==> config.mk <==
export PLATFORM = sky130hd
export DESIGN_NAME = dram_refresh_seq
export DESIGN_NICKNAME = d
export VERILOG_FILES = /design/src/rtl/rfsh_pkg.sv /design/src/rtl/rfsh_interval.sv /design/src/rtl/rfsh_wait_ctr.sv /design/src/rtl/rfsh_fsm.sv /design/src/rtl/dram_refresh_seq.sv
export SDC_FILE = /design/constraint.sdc
export NUM_CORES = 1
export LEC_CHECK = 0
export BUFFER_PORTS_ARGS = -buffer_cell sky130_fd_sc_hd__buf_4
export CORE_ASPECT_RATIO = 1.5
export CORE_MARGIN = 8
export CORE_UTILIZATION = 65
export CTS_BUF_LIST = sky130_fd_sc_hd__clkbuf_4
export DETAILED_ROUTE_END_ITERATION = 10
export PLACE_DENSITY = 0.87
export SYNTH_ARGS = -nofsm -noshare
export SYNTH_HDL_FRONTEND = slang
export SYNTH_SLANG_ARGS = --single-unit
==> constraint.sdc <==
create_clock -name clk -period 8 [get_ports clk]
set_clock_uncertainty 0.1 [all_clocks]
set_input_delay 0 -clock clk [delete_from_list [all_inputs] [get_ports clk]]
set_output_delay 0 -clock clk [all_outputs]
set_load 0.01 [all_outputs]
==> src/rtl/rfsh_pkg.sv <==
package rfsh_pkg;

  typedef enum logic [2:0] {
    S_IDLE = 3'd0,
    S_PRE  = 3'd1,
    S_WRP  = 3'd2,
    S_AREF = 3'd3,
    S_WRFC = 3'd4,
    S_DONE = 3'd5
  } seq_state_t;

  typedef struct packed {
    logic cs_n;
    logic ras_n;
    logic cas_n;
    logic we_n;
  } ddr_cmd_t;

  localparam ddr_cmd_t CMD_DESEL = '{cs_n: 1'b1, ras_n: 1'b1, cas_n: 1'b1, we_n: 1'b1};
  localparam ddr_cmd_t CMD_NOP   = '{cs_n: 1'b0, ras_n: 1'b1, cas_n: 1'b1, we_n: 1'b1};
  localparam ddr_cmd_t CMD_PRE   = '{cs_n: 1'b0, ras_n: 1'b0, cas_n: 1'b1, we_n: 1'b0};
  localparam ddr_cmd_t CMD_AREF  = '{cs_n: 1'b0, ras_n: 1'b0, cas_n: 1'b0, we_n: 1'b1};

endpackage

==> src/rtl/rfsh_interval.sv <==
module rfsh_interval #(
  parameter int T_REFI   = 1560,
  parameter int MAX_OWED = 8,
  parameter int OWED_W   = 4
) (
  input  logic              clk,
  input  logic              rst_n,
  input  logic              issue_i,
  output logic              owed_nz_o,
  output logic [OWED_W-1:0] owed_o
);

  localparam int REFI_W = (T_REFI > 1) ? $clog2(T_REFI) : 1;

  logic [REFI_W-1:0] tmr_q, tmr_d;
  logic [OWED_W-1:0] owed_q, owed_d;
  logic              wrap;

  assign wrap = (tmr_q == REFI_W'(T_REFI - 1));

  always_comb begin
    tmr_d = wrap ? '0 : tmr_q + 1'b1;
  end

  always_comb begin
    owed_d = owed_q;
    if (wrap && !issue_i) begin
      if (owed_q != OWED_W'(MAX_OWED)) owed_d = owed_q + 1'b1;
    end else if (!wrap && issue_i) begin
      if (owed_q != '0) owed_d = owed_q - 1'b1;
    end
  end

  always_ff @(posedge clk or negedge rst_n) begin
    if (!rst_n) begin
      tmr_q  <= '0;
      owed_q <= '0;
    end else begin
      tmr_q  <= tmr_d;
      owed_q <= owed_d;
    end
  end

  assign owed_nz_o = (owed_q != '0);
  assign owed_o    = owed_q;

endmodule

==> src/rtl/rfsh_wait_ctr.sv <==
module rfsh_wait_ctr #(
  parameter int W = 4
) (
  input  logic         clk,
  input  logic         rst_n,
  input  logic         load_i,
  input  logic [W-1:0] val_i,
  output logic [W-1:0] cnt_o
);

  logic [W-1:0] cnt_q, cnt_d;

  always_comb begin
    if (load_i)             cnt_d = val_i;
    else if (cnt_q != '0)   cnt_d = cnt_q - 1'b1;
    else                    cnt_d = cnt_q;
  end

  always_ff @(posedge clk or negedge rst_n) begin
    if (!rst_n) cnt_q <= '0;
    else        cnt_q <= cnt_d;
  end

  assign cnt_o = cnt_q;

endmodule

==> src/rtl/rfsh_fsm.sv <==
module rfsh_fsm
  import rfsh_pkg::*;
#(
  parameter int NUM_BANKS = 4,
  parameter int BA_W      = 2,
  parameter int T_RP      = 3,
  parameter int T_RFC     = 22,
  parameter int CNT_W     = 5
) (
  input  logic                 clk,
  input  logic                 rst_n,
  input  logic [NUM_BANKS-1:0] bank_open_i,
  input  logic                 grant_i,
  input  logic                 owed_nz_i,
  input  logic [CNT_W-1:0]     wait_cnt_i,
  output logic                 wait_load_o,
  output logic [CNT_W-1:0]     wait_val_o,
  output logic                 issue_o,
  output logic                 req_o,
  output logic                 done_o,
  output ddr_cmd_t             cmd_o,
  output logic                 a10_o,
  output logic [BA_W-1:0]      ba_o,
  output logic [NUM_BANKS-1:0] snap_o
);

  seq_state_t           state_q, state_d;
  logic [NUM_BANKS-1:0] snap_q;
  logic                 start;
  logic                 expired;
  logic                 multi_open;
  logic [BA_W-1:0]      first_idx;

  assign start   = (state_q == S_IDLE) && owed_nz_i && grant_i;
  assign expired = (wait_cnt_i <= CNT_W'(1));

  always_comb begin
    first_idx = '0;
    for (int i = NUM_BANKS - 1; i >= 0; i--) begin
      if (snap_q[i]) first_idx = BA_W'(i);
    end
  end

  assign multi_open = ($countones(snap_q) > 1);

  always_comb begin
    state_d = state_q;
    case (state_q)
      S_IDLE: if (start) state_d = (|bank_open_i) ? S_PRE : S_AREF;
      S_PRE:  state_d = S_WRP;
      S_WRP:  if (expired) state_d = S_AREF;
      S_AREF: state_d = S_WRFC;
      S_WRFC: if (expired) state_d = owed_nz_i ? S_AREF : S_DONE;
      S_DONE: state_d = S_IDLE;
      default: state_d = S_IDLE;
    endcase
  end

  always_ff @(posedge clk or negedge rst_n) begin
    if (!rst_n) state_q <= S_IDLE;
    else        state_q <= state_d;
  end

  always_ff @(posedge clk or negedge rst_n) begin
    if (!rst_n)     snap_q <= '0;
    else if (start) snap_q <= bank_open_i;
  end

  always_comb begin
    wait_load_o = 1'b0;
    wait_val_o  = '0;
    if (state_q == S_PRE) begin
      wait_load_o = 1'b1;
      wait_val_o  = CNT_W'(T_RP - 1);
    end else if (state_q == S_AREF) begin
      wait_load_o = 1'b1;
      wait_val_o  = CNT_W'(T_RFC - 1);
    end
  end

  always_comb begin
    cmd_o = CMD_DESEL;
    a10_o = 1'b0;
    ba_o  = '0;
    case (state_q)
      S_PRE: begin
        cmd_o = CMD_PRE;
        a10_o = multi_open;
        ba_o  = multi_open ? '0 : first_idx;
      end
      S_WRP, S_WRFC: cmd_o = CMD_NOP;
      S_AREF:        cmd_o = CMD_AREF;
      default:       cmd_o = CMD_DESEL;
    endcase
  end

  assign issue_o = (state_q == S_AREF);
  assign req_o   = (state_q == S_IDLE) && owed_nz_i;
  assign done_o  = (state_q == S_DONE);
  assign snap_o  = snap_q;

endmodule

==> src/rtl/dram_refresh_seq.sv <==
module dram_refresh_seq
  import rfsh_pkg::*;
#(
  parameter int NUM_BANKS = 4,
  parameter int T_RP      = 3,
  parameter int T_RFC     = 22,
  parameter int T_REFI    = 1560,
  parameter int MAX_OWED  = 8,
  parameter int BA_W      = (NUM_BANKS > 1) ? $clog2(NUM_BANKS) : 1
) (
  input  logic                 clk,
  input  logic                 rst_n,
  input  logic [NUM_BANKS-1:0] bank_open_i,
  input  logic                 grant_i,
  output logic                 req_o,
  output logic                 done_o,
  output logic                 cs_n_o,
  output logic                 ras_n_o,
  output logic                 cas_n_o,
  output logic                 we_n_o,
  output logic                 a10_o,
  output logic [BA_W-1:0]      ba_o,
  output logic                 cke_o
);

  localparam int WAIT_MAX = (T_RFC > T_RP) ? T_RFC : T_RP;
  localparam int CNT_W    = $clog2(WAIT_MAX + 1);
  localparam int OWED_W   = $clog2(MAX_OWED + 1);

  logic                 owed_nz;
  logic [OWED_W-1:0]    owed_cnt;
  logic                 issue;
  logic                 wait_load;
  logic [CNT_W-1:0]     wait_val;
  logic [CNT_W-1:0]     wait_cnt;
  logic [NUM_BANKS-1:0] bank_snap;
  ddr_cmd_t             cmd;

  rfsh_interval #(
    .T_REFI  (T_REFI),
    .MAX_OWED(MAX_OWED),
    .OWED_W  (OWED_W)
  ) u_interval (
    .clk      (clk),
    .rst_n    (rst_n),
    .issue_i  (issue),
    .owed_nz_o(owed_nz),
    .owed_o   (owed_cnt)
  );

  rfsh_wait_ctr #(
    .W(CNT_W)
  ) u_wait (
    .clk   (clk),
    .rst_n (rst_n),
    .load_i(wait_load),
    .val_i (wait_val),
    .cnt_o (wait_cnt)
  );

  rfsh_fsm #(
    .NUM_BANKS(NUM_BANKS),
    .BA_W     (BA_W),
    .T_RP     (T_RP),
    .T_RFC    (T_RFC),
    .CNT_W    (CNT_W)
  ) u_fsm (
    .clk        (clk),
    .rst_n      (rst_n),
    .bank_open_i(bank_open_i),
    .grant_i    (grant_i),
    .owed_nz_i  (owed_nz),
    .wait_cnt_i (wait_cnt),
    .wait_load_o(wait_load),
    .wait_val_o (wait_val),
    .issue_o    (issue),
    .req_o      (req_o),
    .done_o     (done_o),
    .cmd_o      (cmd),
    .a10_o      (a10_o),
    .ba_o       (ba_o),
    .snap_o     (bank_snap)
  );

  assign cs_n_o  = cmd.cs_n;
  assign ras_n_o = cmd.ras_n;
  assign cas_n_o = cmd.cas_n;
  assign we_n_o  = cmd.we_n;
  assign cke_o   = 1'b1;

endmodule

== After elaboration in Yosys (flattened, before gate mapping) ==
Cells that the tools add are included.
Storage, ports and cells
  register bits: 27
  bits of input ports: 7
  output and inout port bits: 10
  word-level logic and storage cells: 66
Operators by class
  $add $sub $neg: 7
  multiplexer cells: 25
  order comparisons: 2
  reduce and logical (&&, ||, !) cells: 16
  eq/ne operators: 11
Operator list (number)
  $add A32 B32 Y32: 1
  $gt A32 B2 Y1 const B: 1
  $mux W5: 4
  $mux W4: 4
  $pmux W3 S5: 1
  $mux W2: 7
  $mux W3: 4
  $pmux W4 S3: 1
  $add A11 B1 Y11 const B: 1
  $eq A11 B11 Y1 const B: 1
  $mux W11: 1
  $eq A3 B2 Y1 const B: 2
  $eq A3 B3 Y1 const B: 2
  $ne A2 B1 Y1 const B: 3
  $reduce_and A3 Y1: 2
  $reduce_bool A2 Y1: 3
  $le A5 B1 Y1 const B: 1
  $reduce_bool A5 Y1: 1
  $sub A5 B1 Y5 const B: 1
  $add A1 B1 Y2: 2
  $add A4 B1 Y4 const B: 1
  $logic_and A1 B1 Y1: 4
  $ne A4 B4 Y1 const B: 1
  $reduce_bool A4 Y1: 1
  8 further kinds: 11

== Logic depth before layout (Yosys ltp) ==
Gate-level depths: netlist (run 1).
  depth in word-level cells: 6
  mapped depth: 9
  depth with buffers taken out: 9

== By module ==
Synthesis (run 1) repeated with hierarchy kept, for this count alone.
Second synthesis, totals
  cell total of the unflattened synthesis: 168
  area total of the unflattened synthesis: 1732.9 um^2
Modules (own cells, without submodules)
  rfsh_interval: instances 1, cells each 86, area each 918.4 um^2
  rfsh_fsm: instances 1, cells each 53, area each 524.3 um^2
  rfsh_wait_ctr: instances 1, cells each 27, area each 279.0 um^2
  dram_refresh_seq: instances 1, cells each 2, area each 11.3 um^2

== Worst setup path after synthesis (run 1) ==
Ideal clock, no wire load.
  kind: flip-flop to flip-flop
  start point: register u_interval.tmr_q[5]
  end point: register u_interval.owed_q[3], in the netlist u_interval.owed_o[3]
  setup slack: 5.478 ns
  stages on the path, launching flop included: 9
  data required time: 7.775 ns
  path buffers: 0
  arrival time: 2.297 ns
  setup time: 0.125 ns
  cells stage by stage: dfrtp_1 -> or4_1 -> nor4_4 -> ha_1 -> inv_1 -> ha_1 -> a31oi_1 -> o221ai_1 -> xnor2_1
Between the ends
  cells in the longest elaborated chain, start to end: 5
  elaborated cells on any way between the ends: 9
  classes of those cells: eq/ne (2); mux (1); reduce/logical (6)
Ends and longest elaborated chain
  start, declared: RTL line rfsh_interval.sv:15  | logic [REFI_W-1:0] tmr_q, tmr_d;
  start signal, assigned: RTL line rfsh_interval.sv:39  | tmr_q <= tmr_d;
  $eq A11 B11 Y1 (*): RTL line rfsh_interval.sv:19  | assign wrap = (tmr_q == REFI_W'(T_REFI - 1));
  $logic_not A1 Y1: RTL line rfsh_interval.sv:29  | end else if (!wrap && issue_i) begin
  $logic_and A1 B1 Y1: RTL line rfsh_interval.sv:29
  $reduce_bool A2 Y1 (no line)
  $reduce_and A3 Y1 (no line)
  end signal, assigned: RTL line rfsh_interval.sv:40  | owed_q <= owed_d;
  end, declared: RTL line rfsh_interval.sv:16  | logic [OWED_W-1:0] owed_q, owed_d;
Mark *: on every way between the ends. The rest lies on a longest branch, timed or not.
A chain may end at the register's enable or synchronous reset.

== Worst setup path in the final report (run 1) ==
Same ends and word-level chain as after synthesis.

==> results.toml, run 1 <==
[outcome]
outcome = "complete, no violations"

[critical_path]
cpMostUsedCell = "ha_1"
slowest_delay_ns = 0.57
slowest_stage = "or4_1"
startpoint_type = "flop"
cp.arrival_ns = 2.90
required_ns = 8.11
critical_path_class = "flop to flop"
worstPathMaxFanout = 8
worst_setup_path_end_kind = "flop"
cp_cell_sequence = "or4_1 -> nor4_4 -> ha_1 -> inv_1 -> ha_1 -> a31oi_1 -> o221ai_1 -> xnor2_1"
reg2reg_depth = 8

[synthesis]
synth_seq_cells = 27
netlist_area_mm2 = 0.00157
syn_inst = 159
synth_top_cell_by_area = "dfrtp_1"
yosysTopAreaCellShare_pct = 43.0
seq_area_frac_synth_pct = 43.0
avgSynthCellArea_um2 = 9.88
ys_types = 36
synthTopCellsByCount = "dfrtp_1, nor2_1, nand2_1"
yosys_warnings = 0
synth_edf_count = 0
synth.most_common_cell = "dfrtp_1"
synth_area_leaders = "dfrtp_1, ha_1, xnor2_1, xor2_1, nor2_1"
ys.flop_type = "dfrtp_1"
postSynth.asyncResetShare_pct = 100
syn_nets = 179

[power]
power_density_mw_per_mm2 = 112
p_leak_nw = 0.823
peakVddDrop_v = 0.000114

[drt]
vias = 1194
vias_per_cell = 5.85
ant_nets = 0
first_pass_iters = 4
drt-total-wl_mm = 2.95
wl_per_cell_um = 14.5
drc = 0
drt_iter0_markers = 29

[grt]
antenna_found_initial = 0
grt_use_total_pct = 14.4
grt_max_degree = 28
overflow = 0
grt_pass1_vias = 1231
grt_pass1_wl_mm = 5.22

[sta]
worst_slew_margin_rel_pct = 62.5
tightest_slew_ns = 0.558
fmax_ghz = 0.358
fin_crit_ns = 2.79
rsz0062_at_grt = "false"
finalSetupViolations = 0
fin_crit_sh_pct = 34.9
fin_setup_tns_ns = 0
hold_viol = 0
maxSlewViolCount = 0
holdWs_ns = 0.0218

[floorplanning]
die_w_um = 56.1
start_util_pct = 66.4
fp.dieArea_mm2 = 0.00428
io_pins = 17
die_h_um = 76.2
row_count = 22
core_area_mm2 = 0.00237

[clock_tree]
cts_tree = "built"
clock_sinks = 27
hold_buffers = 6
cts_htree_levels = 1
clock_path_buffers = 2
cts_root_buf = "clkbuf_4"
cts_setup_buffers = 0
cts_resized = 0
worstSkewPairLatency_ns = 0.31
cts_buffers = 3
clk_pin_slew_worst_paths_ns = 0.13

[placed_design]
place.gp.congestion = 0.867
port_buffers = 15
dpl.hpwl_mm = 2.34

[job]
maxCapViolations = 0

[min_path]
hold_path.class = "input pin to async pin"

[finish]
layout.nets = 201
diodes = 0
syn_to_final_growth_pct = 12.9
drive_gt1_share_pct = 15.6
-- layout by cell type, fill, tap and decap left out, types with 4 or more instances in the layout --
| cell type | count |
|---|---|
| nor2_1 | 18 |
| nand3_1 | 4 |
| nand2_1 | 15 |
| a21oi_1 | 4 |
| xnor2_1 | 10 |
| nor3_1 | 6 |
| o21ai_0 | 7 |
| inv_1 | 9 |
| dfrtp_1 | 27 |
| xor2_1 | 8 |
| ha_1 | 12 |
| mux2_2 | 5 |
| dlygate4sd3_1 | 6 |
| buf_4 | 15 |
-- power by group --
part / internal (W) / switching, W
Combinational: 0.00000387 / 0.00000389
Clock: 0.0000187 / 0.0000366
Sequential: 0.000136 / 0
-- worst max-delay path: cells and delay by family (launching register included) --
kind / cells / cell delay, ns
flip-flops: 1 / 0.46
AND/OR/NAND/NOR: 2 / 0.94
AO/OA/AOI/OAI: 2 / 0.33
adder cells (fa/ha/maj): 2 / 0.64
buffers and inverters: 1 / 0.06
XOR/XNOR: 1 / 0.15
-- through the flow --
stage	setup WS (ns)	cell area, µm²	power (W)	instances	util [%]
global placement	5.37	1690	0.000145	194	71.2
floorplan	5.48	1570	0.000140	159	-
global route	5.03	1770	0.000208	204	74.9
finish	5.21	1770	0.000199	204	74.9
detailed placement	5.25	1690	0.000145	194	71.2
CTS	5.22	1770	0.000203	204	74.9
-- metal layers --
metal  part of all wire [%]  vias to the layer above  GRT usage, %
met5                      0                        -             0
met4                    2.1                        0          5.31
met3                    4.1                        8          3.50
met2                     53                       23          25.7
met1                     40                      580          15.5
li1                       -                      583             -
-- final cells by class --
type                    instances  area (µm²)
multi-input cells             119         835
fillers                       169         593
clock buffers                   3        22.5
clock inverters                 1        5.00
repair buffers                 21         173
flip-flops and latches         27         676
well taps                      24        30.0
inverters                       9        33.8
-- registers in the layout, indices dropped and copies added, names as in the netlist --
signal / flops
u_interval.tmr_q: 11
u_wait.cnt_o: 5
u_fsm.snap_o: 4
u_interval.owed_o: 4
u_fsm.state_q: 3
-- worst paths after layout --
check	from	to	slack, ns
worst max register to register	u_interval.tmr_q[5]$_DFF_PN0_	u_interval.owed_o[3]$_DFFE_PN0P_	5.21
worst max-delay path	u_interval.tmr_q[5]$_DFF_PN0_	u_interval.owed_o[3]$_DFFE_PN0P_	5.21
worst min-delay path	rst_n	u_wait.cnt_o[3]$_DFFE_PN0P_	0.02
min in group clk	bank_open_i[3]	u_fsm.snap_o[3]$_DFFE_PN0P_	0.37
max in group asynchronous	rst_n	u_interval.tmr_q[10]$_DFF_PN0_	7.53
worst min register to register	u_interval.tmr_q[0]$_DFF_PN0_	u_interval.tmr_q[0]$_DFF_PN0_	0.40
-- logic make-up after synthesis --
| kind of cell | share of synthesized area [%] |
|---|---|
| flops | 43.0 |
| other cells | 0.239 |
| fa+ha+maj | 10.8 |
| simple gates | 21.2 |
| xor+xnor | 10.0 |
| compound gates | 6.61 |
| buf+inv | 3.90 |
| mux | 4.22 |
(Power assumes the default switching activity.)
==> inputs of run 2 (changes only) <==
ABC_AREA = 1   (was unset)
CORE_UTILIZATION = 55   (was 65)
PLACE_DENSITY = 0.78   (was 0.87)
clock period = 2.31 ns   (was 8 ns; I/O delays follow)
==> run 2 against run 1 <==
  * The flow now finishes with violations (hold timing, setup timing)
  * Critical endpoint is now a10_o
  * Non-clock buffer count is 19 higher
  * Hold slack got worse by 0.029 ns
  * Combinational power grew to 3.9 times the previous value
  * Die area rose by 25%
  * First-iteration DRC count increased by 31%
  * Sequential cell count is the same
  * Cell count rose by 55%
  * Sequential share of layout area down 7.9 points
==> results.toml, run 2 <==
[outcome]
outcome = "finished with violations"
violations = "hold timing, setup timing"

[critical_path]
r2r_end = "u_interval.owed_o[3]$_DFFE_PN0P_"
worstPathMaxFanout = 3
critical_path_class = "flop to primary output"
required_ns = 2.21
worstReg2RegStart = "u_interval.tmr_q[1]$_DFF_PN0_"
worst_setup_path_end_kind = "primary output"
reg2reg_depth = 15
rrSetupSlack_ns = 0.13
startpoint_type = "flop"
cp.arrival_ns = 2.21

[sta]
timing.final.ws_setup_ns = -0.00145
fin_crit_ns = 2.31
maxSlewViolCount = 0
rsz0062_at_grt = "true"
fin_crit_sh_pct = 100
holdWs_ns = -0.00706
hold_viol = 8
fin_setup_tns_ns = -0.00145
finalSetupViolations = 1
fmax_ghz = 0.433

[floorplanning]
fp.dieArea_mm2 = 0.00535
die_w_um = 62.4
io_pins = 17
die_h_um = 85.7
core_area_mm2 = 0.00313
start_util_pct = 56.9
row_count = 25

[drt]
wl_per_cell_um = 13.1
first_pass_iters = 4
drt-total-wl_mm = 4.15
drt_iter0_markers = 38
vias_per_cell = 5.18
ant_nets = 0
vias = 1636
drc = 0

[finish]
layout.nets = 297
largest_register = "u_interval.tmr_q"
diodes = 0
fill_cells = 266
layout_common_cells = "nand2_1, buf_4, inv_1, nor2_1, dfrtp_1"
syn_to_final_growth_pct = 25.8
mostFrequentLayoutCell = "nand2_1"
largest_register_ffs = 11
stdcell_count = 316
final_area_mm2 = 0.00224
drive_gt1_share_pct = 27.9

[grt]
antenna_found_initial = 0
overflow = 0
grt_max_degree = 28
grt_use_total_pct = 14.8
grt_pass1_vias = 1598
grt_pass1_wl_mm = 6.68

[placed_design]
port_buffers = 15
placed_cells = 291
place_ws_ns = 0.0412
dpl_cell_area_mm2 = 0.00196
place.gp.congestion = 0.858
dpl.hpwl_mm = 2.75

[synthesis]
synth.most_common_cell = "nand2_1"
netlist_area_mm2 = 0.00178
synth_area_leaders = "dfrtp_1, nand2_1, ha_1, inv_1, nor2_1"
synth_seq_cells = 27
avgSynthCellArea_um2 = 7.64
synth_xor_area_share_pct = 4.43
seq_area_frac_synth_pct = 38.0
muxShareOfSynthArea_pct = 0
synth_edf_count = 0
syn_nets = 253
synth_fa_ha_area_share_pct = 9.56
yosysTopAreaCellShare_pct = 38.0
synth_top_cell_by_area = "dfrtp_1"
synthTopCellsByCount = "nand2_1, inv_1, dfrtp_1, nor2_1, ha_1"
synthSimpleGateAreaFrac_pct = 32.6
postSynth.asyncResetShare_pct = 100
ys.flop_type = "dfrtp_1"
synth_top_family_by_area = "simple AND/OR/NAND/NOR gates"
ys_types = 28
synth_compound_area_share_pct = 6.40
syn_inst = 233
yosys_warnings = 0

[clock_tree]
cts_htree_levels = 1
worstSkewPairLatency_ns = 0.33
cts_tree = "built"
cts_root_buf = "clkbuf_4"
cts_buffers = 3
clk_pin_slew_worst_paths_ns = 0.15
clock_path_buffers = 2
clock_sinks = 27

[power]
power_density_mw_per_mm2 = 325
p_leak_nw = 1.17
peakVddDrop_v = 0.000300

[min_path]
hold_path.class = "input pin to async pin"

[job]
maxCapViolations = 0
-- run 2: cell count changes in the layout (fill, tap and decap cells not counted), sizes merged, moves of 3 or more --
cell	change
inv	+31
mux2	-5
o21ai	+4
buf	+15
a21oi	+5
dlygate4sd3	+4
nand2	+42
xnor2	-7
nor2	+15
nand3	+10
nor4	-3
-- run 2: kinds of logic (layout without fill, tap and decap cells) --
group,Yosys count,after routing
other,1,1
xor gates and xnor gates,9,9
buffers and inverters,41,84
AOI/OAI and AO/OA,21,21
and+or+nand+nor,121,121
adders and majority gates,13,13
DFF,27,27
-- run 2: worst max path at each step --
stage	from	endpoint	slack, ns
floorplan	u_interval.tmr_q[0]$_DFF_PN0_	u_interval.owed_o[3]$_DFFE_PN0P_	0.02
CTS	u_fsm.snap_o[2]$_DFFE_PN0P_	ba_o[0]	-0.04
finish	u_fsm.snap_o[2]$_DFFE_PN0P_	a10_o	-0.001
global route	u_fsm.snap_o[2]$_DFFE_PN0P_	ba_o[0]	-0.1
detailed placement	u_interval.tmr_q[1]$_DFF_PN0_	u_interval.owed_o[3]$_DFFE_PN0P_	0.04
global placement	u_interval.tmr_q[0]$_DFF_PN0_	u_interval.owed_o[2]$_DFFE_PN0P_	0.13
-- run 2: per-layer routing --
layer  vias to the layer above  track usage, %  wire length (µm)
met5                         -               0                 0
met1                       780            15.6              1750
met3                        11            2.22                98
met2                        32            27.9              2180
li1                        813               -                 -
met4                         0            7.29               114
-- run 2: power by group --
part	leakage (nW)	total [W]	internal (W)	switching [W]
clock network	0.0184	0.000226	0.0000795	0.000146
registers	0.347	0.000473	0.000473	0
logic	0.804	0.0000299	0.0000139	0.0000161
-- run 2: area by class of cell --
| cell class | instances | area, µm² | area share, % |
|---|---|---|---|
| well taps | 40 | 50.0 | 2.24 |
| clock buffers | 4 | 30.0 | 1.34 |
| multi-input cells | 165 | 1010 | 45.0 |
| flip-flops and latches | 27 | 676 | 30.2 |
| inverters | 40 | 150 | 6.71 |
| repair buffers | 40 | 325 | 14.5 |
-- run 2: stage by stage --
step	hold WS [ns]	utilization (%)	power, W
after floorplan	-0.396	-	0.000485
after global placement	-0.165	62.8	0.000503
after detailed placement	-0.162	62.8	0.000503
after CTS	0.00301	67.8	0.000735
after global routing	0.0235	71.6	0.000758
final	-0.00706	71.6	0.000728
-- run 2: what timing repair did --
item,CTS,global route
resized for setup,2,19
pin swaps,1,11
hold endpoints to repair,33,0
hold buffers,10,0
buffers inserted,3,8
endpoints found under the setup margin,3,6
-- run 2: worst max-delay path: stages (launching register included) --
cell and delay (ns):
dfrtp_1 0.41, inv_2 0.09, ha_4 0.20, nand2_1 0.07
inv_2 0.04, fa_1 0.51, or2_4 0.13, inv_2 0.04
buf_4 0.12, nor2_1 0.12, buf_4 0.15
==> inputs of run 3 (changes only) <==
ABC_AREA = unset   (was 1)
CORE_UTILIZATION = 54   (was 55)
PLACE_DENSITY = 0.77   (was 0.78)
==> run 3 against run 2 <==
  * Global-route usage rose by 0.34 points
  * The flow finishes with violations (setup timing)
  * Sequential share of layout area rose by 3.8 points
  * Core utilization fell by 1.8 points
  * Cell count fell by 25%
  * Non-clock buffer count fell by 1
  * Clock power fell by 3%
  * Clock-buffer cell count did not move
  * Via count fell by 22%
  * Routed wire length fell by 18%
  * Critical path depth fell by 2
  * Sequential power barely moved
==> results.toml, run 3 (synthesis gave the netlist of run 1 again) <==
[outcome]
outcome = "finished with violations"
violations = "setup timing"

[floorplanning]
core_area_mm2 = 0.00285
io_pins = 17
die_h_um = 82.1
start_util_pct = 55.1
die_w_um = 60.0
row_count = 24
fp.dieArea_mm2 = 0.00493

[grt]
grt_pass1_vias = 1315
overflow = 0
grt_use_total_pct = 15.2
antenna_found_initial = 0
grt_pass1_wl_mm = 5.66
grt_max_degree = 16

[finish]
mostFrequentLayoutCell = "buf_4"
layout_common_cells = "buf_4, dfrtp_1, nor2_1, nand2_1, xnor2_1"
stdcell_count = 237
syn_to_final_growth_pct = 26.6
diodes = 0
largest_register = "u_interval.tmr_q"
layout.nets = 219
multi_input_comb_area_um2 = 888
largest_register_ffs = 11
fill_cells = 201
seq_area_um2 = 676
final_area_mm2 = 0.00199
drive_gt1_share_pct = 28.8

[placed_design]
port_buffers = 15
dpl_cell_area_mm2 = 0.00179
dpl.hpwl_mm = 2.51
place.gp.congestion = 0.845
place_ws_ns = -0.0154
placed_cells = 217

[drt]
ant_nets = 0
drc = 0
vias_per_cell = 5.35
drt-total-wl_mm = 3.40
dr_wl_met2_mm = 1.86
first_pass_iters = 4
routed-wl-met3_um = 112
drt_iter0_markers = 36
wl_per_cell_um = 14.4
topRoutingLayerUsed = "met4"
vias = 1269
met1_length_mm = 1.36

[min_path]
hold_start = "bank_open_i[2]"
hold_path.class = "input pin to flop"

[clock_tree]
cts_tree = "built"
clk_pin_slew_worst_paths_ns = 0.14
cts_buffers = 3
clock_path_buffers = 2
worstSkewPairLatency_ns = 0.33
cts_root_buf = "clkbuf_4"
clock_sinks = 27
cts_htree_levels = 1

[critical_path]
worstPathMaxFanout = 3
slowest_stage = "or4_4"
critical_path_class = "flop to flop"
cp_cell_sequence = "or4_4 -> nor4_4 -> ha_2 -> inv_2 -> ha_4 -> o211a_1 -> o221ai_1 -> xnor2_1"
worst_setup_path_end_kind = "flop"
cp.arrival_ns = 2.45
worstReg2RegStart = "u_interval.tmr_q[8]$_DFF_PN0_"
slowest_delay_ns = 0.55
critPathLaunch = "u_interval.tmr_q[8]$_DFF_PN0_"
startpoint_type = "flop"
required_ns = 2.45

[sta]
maxSlewViolCount = 0
rsz0062_at_grt = "true"
fin_crit_ns = 2.31
fin_crit_sh_pct = 100
timing.final.ws_setup_ns = -0.00386
worst_slew_margin_rel_pct = 61.3
tightest_slew_ns = 0.578
fin_setup_tns_ns = -0.00386
hold_viol = 0
finalSetupViolations = 1
fmax_ghz = 0.432

[power]
peakVddDrop_v = 0.000373
power_density_mw_per_mm2 = 364
p_leak_nw = 0.922

[job]
maxCapViolations = 0
## run 3: final timing paths
| check | endpoint | slack (ns) | cells past startpoint |
|---|---|---|---|
| setup / recovery | u_interval.owed_o[3]$_DFFE_PN0P_ | -0.004 | 8 |
| hold / removal | u_fsm.snap_o[2]$_DFFE_PN0P_ | 0.35 | 3 |
| setup reg to reg | u_interval.owed_o[3]$_DFFE_PN0P_ | -0.004 | 8 |
| hold reg to reg | u_interval.tmr_q[0]$_DFF_PN0_ | 0.40 | 1 |
| max in group asynchronous | u_interval.tmr_q[9]$_DFF_PN0_ | 0.39 | 4 |
| min in group asynchronous | u_interval.owed_o[3]$_DFFE_PN0P_ | 0.50 | 3 |
## run 3: worst max-delay path: cells and delay by family (launching register included)
family                   cells  cell delay [ns]
buffers and inverters        1             0.05
adder cells (fa/ha/maj)      2             0.54
XOR/XNOR                     1             0.14
AND/OR/NAND/NOR              2             0.72
flip-flops                   1             0.42
AO/OA/AOI/OAI                2             0.25
## run 3: stage by stage
stage,utilization (%),total power [W],hold WS (ns)
2_1_floorplan,-,0.000484,-0.396
3_3_place_gp,62.7,0.000501,-0.176
3_5_place_dp,62.7,0.000501,-0.168
4_1_cts,68.3,0.000731,0.349
5_1_grt,69.7,0.000752,0.352
6_report,69.7,0.000723,0.353
## run 3: what timing repair did
item                       CTS  global route
setup endpoints to repair    2             6
hold buffers                 8             0
pin swaps                    2             4
gates resized for setup      2             8
setup buffers                6             2
hold endpoints to repair    32             0
gates cloned                 0             0
## run 3: routing by layer
layer / vias to the layer above / GRT usage (%)
li1: 614 / -
met1: 616 / 15.5
met2: 32 / 28.4
met3: 7 / 2.35
met4: 0 / 8.15
met5: - / 0
## run 3: where the power goes
group          leakage [nW]  total [W]  switching, W  internal, W
clock                0.0184   0.000220      0.000141    0.0000797
sequential            0.363   0.000473             0     0.000473
combinational         0.540  0.0000305     0.0000149    0.0000157
## run 3: cell type report
type / count / share of cell area, %
timing repair buffer: 39 / 15.7
multi-input combinational: 119 / 44.7
inverter: 9 / 1.70
sequential: 27 / 34.0
tap: 39 / 2.45
clock buffer: 4 / 1.51
